File: config.mk
export PLATFORM = sky130hd
export DESIGN_NAME = qalu_top
export DESIGN_NICKNAME = d
export VERILOG_FILES = /design/src/rtl/qalu_pkg.sv /design/src/rtl/qalu_inreg.sv /design/src/rtl/qalu_slice.sv /design/src/rtl/qalu_core.sv /design/src/rtl/qalu_mux.sv /design/src/rtl/qalu_top.sv
export SDC_FILE = /design/constraint.sdc
export NUM_CORES = 1
export LEC_CHECK = 0
export BUFFER_PORTS_ARGS = -buffer_cell sky130_fd_sc_hd__buf_2
export CAP_MARGIN = 30
export CELL_PAD_IN_SITES_DETAIL_PLACEMENT = 2
export CELL_PAD_IN_SITES_GLOBAL_PLACEMENT = 2
export CORE_UTILIZATION = 28
export DETAILED_ROUTE_END_ITERATION = 8
export HOLD_SLACK_MARGIN = 0.08
export PLACE_DENSITY_LB_ADDON = 0.1
export SLEW_MARGIN = 20
export SYNTH_ARGS = -nofsm -noshare
export SYNTH_HDL_FRONTEND = slang
export SYNTH_SLANG_ARGS = --single-unit
File: constraint.sdc
create_clock -name clk -period 2 [get_ports clk]
set_input_delay 0.1 -clock clk [delete_from_list [all_inputs] [get_ports clk]]
set_output_delay 0.1 -clock clk [all_outputs]
set_load 0.005 [all_outputs]
File: src/rtl/qalu_pkg.sv
package qalu_pkg;

   typedef enum logic [1:0] {
      OP_ADD = 2'b00,
      OP_AND = 2'b01,
      OP_OR  = 2'b10,
      OP_NOR = 2'b11
   } qalu_op_e;

   localparam int unsigned OP_BITS = 2;

endpackage

File: src/rtl/qalu_inreg.sv
module qalu_inreg
   import qalu_pkg::*;
#(
   parameter int unsigned WIDTH = 4
) (
   input  logic                 clk,
   input  logic                 rst,
   input  logic [WIDTH-1:0]     a_d,
   input  logic [WIDTH-1:0]     b_d,
   input  logic                 cin_d,
   input  logic [OP_BITS-1:0]   op_d,
   output logic [WIDTH-1:0]     a_q,
   output logic [WIDTH-1:0]     b_q,
   output logic                 cin_q,
   output logic [OP_BITS-1:0]   op_q
);

   always_ff @(posedge clk) begin
      if (rst) begin
         a_q   <= '0;
         b_q   <= '0;
         cin_q <= 1'b0;
         op_q  <= '0;
      end else begin
         a_q   <= a_d;
         b_q   <= b_d;
         cin_q <= cin_d;
         op_q  <= op_d;
      end
   end

endmodule

File: src/rtl/qalu_slice.sv
module qalu_slice (
   input  logic x_i,
   input  logic z_i,
   input  logic c_i,
   output logic s_o,
   output logic c_o,
   output logic and_o,
   output logic or_o,
   output logic nor_o
);

   logic half;

   always_comb begin
      half  = x_i ^ z_i;
      s_o   = half ^ c_i;
      c_o   = (x_i & z_i) | (half & c_i);
      and_o = x_i & z_i;
      or_o  = x_i | z_i;
      nor_o = ~(x_i | z_i);
   end

endmodule

File: src/rtl/qalu_core.sv
module qalu_core #(
   parameter int unsigned WIDTH      = 4,
   parameter bit          RIPPLE_ADD = 1'b1
) (
   input  logic             clk,
   input  logic             rst,
   input  logic [WIDTH-1:0] a_i,
   input  logic [WIDTH-1:0] b_i,
   input  logic             ci_i,
   output logic [WIDTH-1:0] sum_o,
   output logic [WIDTH-1:0] and_o,
   output logic [WIDTH-1:0] or_o,
   output logic [WIDTH-1:0] nor_o
);

   localparam int unsigned CHAIN = WIDTH + 1;

   if (RIPPLE_ADD) begin : g_ripple
      logic [CHAIN-1:0] carry;
      assign carry[0] = ci_i;

      for (genvar i = 0; i < WIDTH; i++) begin : g_bit
         qalu_slice u_slice (
            .x_i   (a_i[i]),
            .z_i   (b_i[i]),
            .c_i   (carry[i]),
            .s_o   (sum_o[i]),
            .c_o   (carry[i+1]),
            .and_o (and_o[i]),
            .or_o  (or_o[i]),
            .nor_o (nor_o[i])
         );
      end


      add_chain_chk: assert property (@(posedge clk) disable iff (rst)
         {carry[WIDTH], sum_o} ==
         ({1'b0, a_i} + {1'b0, b_i} + CHAIN'(ci_i)));
   end else begin : g_flat
      assign sum_o = a_i + b_i + WIDTH'(ci_i);
      assign and_o = a_i & b_i;
      assign or_o  = a_i | b_i;
      assign nor_o = ~(a_i | b_i);


      nor_flat_chk: assert property (@(posedge clk) disable iff (rst)
         (nor_o & or_o) == '0);
   end

endmodule

File: src/rtl/qalu_mux.sv
module qalu_mux
   import qalu_pkg::*;
#(
   parameter int unsigned WIDTH = 4
) (
   input  logic [OP_BITS-1:0] sel_i,
   input  logic [WIDTH-1:0]   sum_i,
   input  logic [WIDTH-1:0]   and_i,
   input  logic [WIDTH-1:0]   or_i,
   input  logic [WIDTH-1:0]   nor_i,
   output logic [WIDTH-1:0]   res_o
);

   always_comb begin
      case (sel_i)
         OP_ADD:  res_o = sum_i;
         OP_AND:  res_o = and_i;
         OP_OR:   res_o = or_i;
         default: res_o = nor_i;
      endcase
   end

endmodule

File: src/rtl/qalu_top.sv
module qalu_top
   import qalu_pkg::*;
#(
   parameter int unsigned WIDTH      = 4,
   parameter bit          RIPPLE_ADD = 1'b1
) (
   input  logic             clk,
   input  logic             rst,
   input  logic [WIDTH-1:0] a_i,
   input  logic [WIDTH-1:0] b_i,
   input  logic             cin_i,
   input  logic [1:0]       op_i,
   output logic [WIDTH-1:0] y_o
);

   if (WIDTH < 1) begin : g_bad_width
      $error("qalu_top: WIDTH must be at least 1");
   end

   logic [WIDTH-1:0]   a_q, b_q;
   logic               cin_q;
   logic [OP_BITS-1:0] op_q;
   logic [WIDTH-1:0]   sum_w, and_w, or_w, nor_w, res_w;

   qalu_inreg #(.WIDTH(WIDTH)) u_inreg (
      .clk   (clk),
      .rst   (rst),
      .a_d   (a_i),
      .b_d   (b_i),
      .cin_d (cin_i),
      .op_d  (op_i),
      .a_q   (a_q),
      .b_q   (b_q),
      .cin_q (cin_q),
      .op_q  (op_q)
   );

   qalu_core #(.WIDTH(WIDTH), .RIPPLE_ADD(RIPPLE_ADD)) u_core (
      .clk   (clk),
      .rst   (rst),
      .a_i   (a_q),
      .b_i   (b_q),
      .ci_i  (cin_q),
      .sum_o (sum_w),
      .and_o (and_w),
      .or_o  (or_w),
      .nor_o (nor_w)
   );

   qalu_mux #(.WIDTH(WIDTH)) u_mux (
      .sel_i (op_q),
      .sum_i (sum_w),
      .and_i (and_w),
      .or_i  (or_w),
      .nor_i (nor_w),
      .res_o (res_w)
   );

   always_ff @(posedge clk) begin
      if (rst) y_o <= '0;
      else     y_o <= res_w;
   end


   rst_clear_chk: assert property (@(posedge clk)
      rst |=> (y_o == '0));


   add_wrap_chk: assert property (@(posedge clk) disable iff (rst)
      (op_q == OP_ADD) |=>
      (y_o == WIDTH'($past(a_q) + $past(b_q) + WIDTH'($past(cin_q)))));


   and_mask_chk: assert property (@(posedge clk) disable iff (rst)
      (op_q == OP_AND) |=>
      (((y_o & ~$past(a_q)) == '0) && ((y_o & ~$past(b_q)) == '0) &&
       ((y_o | ~($past(a_q) & $past(b_q))) == '1)));


   or_cover_chk: assert property (@(posedge clk) disable iff (rst)
      (op_q == OP_OR) |=>
      (((y_o & $past(a_q)) == $past(a_q)) && ((y_o & $past(b_q)) == $past(b_q)) &&
       ((y_o & ~($past(a_q) | $past(b_q))) == '0)));


   nor_excl_chk: assert property (@(posedge clk) disable iff (rst)
      (op_q == OP_NOR) |=>
      (((y_o & ($past(a_q) | $past(b_q))) == '0) &&
       ((y_o | $past(a_q) | $past(b_q)) == '1)));

endmodule

==> metrics <==
status completed; GR Util All Layers about an eighth; crit-path max FO 1; via count 542; slowest cell delay on critical path 0.41 ns; Synth Area in XOR/XNOR 6.02%; Pins Over Slew Limit 0; CTS Root Cell clkbuf_4; ranking of synthesized cells by area dfxtp_1, ha_1, nor2b_1; crit-path cells fa_2 > inv_2 > fa_2 > fa_1 > nor2b_4 > a211o_1 > a21oi_2; Fillers 272; largest family of logic cells by synthesized area adder cells; drt initial violations 3; cells after synthesis 68; arrival time worst endpoint 2.18 ns; wire per inst 10.9 microns; # setup viols final 0; DRT Pass-1 Iters 2; largest net degree at the start of global routing 16; vias in the first global route 539; Layout Cells excl Fill roughly 130; yosys warns 0; Setup CP Type reg -> reg; count of flip-flops with a built-in enable after synthesis 0; post-synthesis mux area share 0%; FP Rows 18; Yosys top cell by area dfxtp_1; Port Buffers 16; crit share post-route between 90% and 100%; complex-gate fraction of the synthesized area 9.98%; overall routed net length 1380 microns; # diodes 0; count leader, synth dfxtp_1; pwr/cell area 633 nW/um^2; Final ANT Viol Nets 0; clock latency on the worst-skew pair 0.29 ns; critical path launch point type flop; RePlAce Congestion 0.608; nets approximately 120; TritonCTS clock tree done; post-synthesis simple-gate area fraction between 10% and 20%; register area share after synthesis 41.3%; Max Cap Viol 0; mapped cell area 727 sq um; flops & latches, synth 15; adder-cell share of the synthesized area between 20% and 30%; Syn Area/Cell 10.7 sq um; minimum clock period 1.95 ns; hpwl dp 962 microns; H-Tree Level Count 1; Post-Syn Nets 92; Top FF cell, synth dfxtp_1; most used cell, CP fa_2; Max Buffers Root-to-Sink 2; Die X around 53 microns; top cells by count, synth dfxtp_1, nor2b_1, inv_1, ha_1; Clk pin slew, worst setup/hold paths 0.10 ns; placed cells approximately 110; Slowest-stage cell, CP fa_1; Crit. End Element flop; asr flop ratio synth 0%; clock skew approximately 0.0034 ns; die area between 2000 and 3000 sq um; Worst VDD drop 0.297 mV; Vias/cell 4.27; number of antenna violations at the first check in global routing 0; GR Overflow Total 0; critical path required time between 2 and 2.5 ns; DRC 0; cts bufs inserted 3; slew margin rel. 63.0%; core area 2450 sq um; io pins 17; hold violation count in the final report 0; Max Clock Freq 512 MHz; synth unique cells 18; share of cells above drive strength 1 33.0%; HP Class in -> reg; starting density of the core ~30%; leakage power 0.445 nW; worst slew pin tran 0.555 ns; clk sinks 15; first-pass GRT wire length 2330 microns; worst-case reg-to-reg path depth 7; height of the die 53.0 microns; Layout area overhead 36.0%; share of the synthesized area in the top cell type around two fifths; unrepaired setup endpoints after global routing true; hold path depth 2; final design utilization roughly two fifths
==> worst max-delay path, delay by kind of cell, from the launching register on <==
kind                     cells  cell delay, ns
AND/OR/NAND/NOR              1            0.13
adder cells (fa/ha/maj)      3            0.98
flip-flops                   1            0.34
buffers and inverters        1            0.06
AO/OA/AOI/OAI                2            0.38
==> area by class of cell <==
type	count	area, sq um	share of cell area, %
multi-input combinational	40	384	38.9
sequential	15	304	30.8
timing repair buffer	28	198	20.0
inverter	10	37.5	3.80
tap	30	37.5	3.80
clock buffer	3	22.5	2.28
clock inverter	1	5.00	0.506
==> metrics by stage <==
stage	instance area (sq um)	TNS [ns]	setup WS, ns	hold WS, ns	power [mW]
CTS	977	0	0.0354	0.160	0.639
detailed placement	823	-0.00835	-0.00835	0.317	0.430
floorplan	727	0	0.109	0.172	0.399
finish	988	0	0.0472	0.172	0.626
global route	988	-0.0834	-0.0425	0.177	0.672
global placement	823	0	0.0277	0.310	0.427
==> where the power goes <==
part,leakage [nW],switching (mW),internal (mW)
logic,0.301,0.0428,0.0668
clock network,0.0177,0.106,0.0744
registers,0.126,0.0159,0.319
total,0.445,0.165,0.461
==> cells in the final DEF, fill, tap and decap left out, types with 3 or more instances in the layout <==
master	n
inv_1	9
dlygate4sd3_1	11
xor2_1	4
buf_2	16
dfxtp_1	12
clkbuf_4	3
nor2b_1	11
ha_1	8
dfxtp_2	3
a211oi_1	4
==> sequential cells by signal, indices dropped and copies added (netlist names) <==
register / cells
u_inreg.a_q: 4
u_inreg.b_q: 4
u_inreg.cin_q: 1
u_inreg.op_q: 2
y_o: 4
==> routing by layer <==
metal,vias up,share of wire [%],track usage (%)
li1,266,-,-
met1,262,43,14.0
met2,12,52,20.0
met3,2,4.1,2.59
met4,0,1.1,9.21
met5,-,0,0
==> worst paths after layout <==
check                                  start                        to  slack [ns]
setup reg to reg    u_inreg.cin_q$_SDFF_PP0_         y_o[2]$_SDFF_PP0_        0.05
hold / removal                           rst  u_inreg.cin_q$_SDFF_PP0_        0.17
hold reg to reg   u_inreg.op_q[1]$_SDFF_PP0_         y_o[2]$_SDFF_PP0_        0.63
setup / recovery    u_inreg.cin_q$_SDFF_PP0_         y_o[2]$_SDFF_PP0_        0.05
==> kinds of logic after synthesis <==
kind of cell,Yosys count
and+or+nand+nor,15
AOI/OAI and AO/OA,9
buffers and inverters,13
xor gates and xnor gates,5
DFF,15
adders and majority gates,11
==> what timing repair did <==
item / CTS / global route
hold buffers: 11 / 0
hold endpoints to repair: 11 / 0
pin swaps: 3 / 0
gates resized for setup: 6 / 2
setup buffers: 1 / 0
setup endpoints to repair: 2 / 2
(Power assumes the default switching activity.)
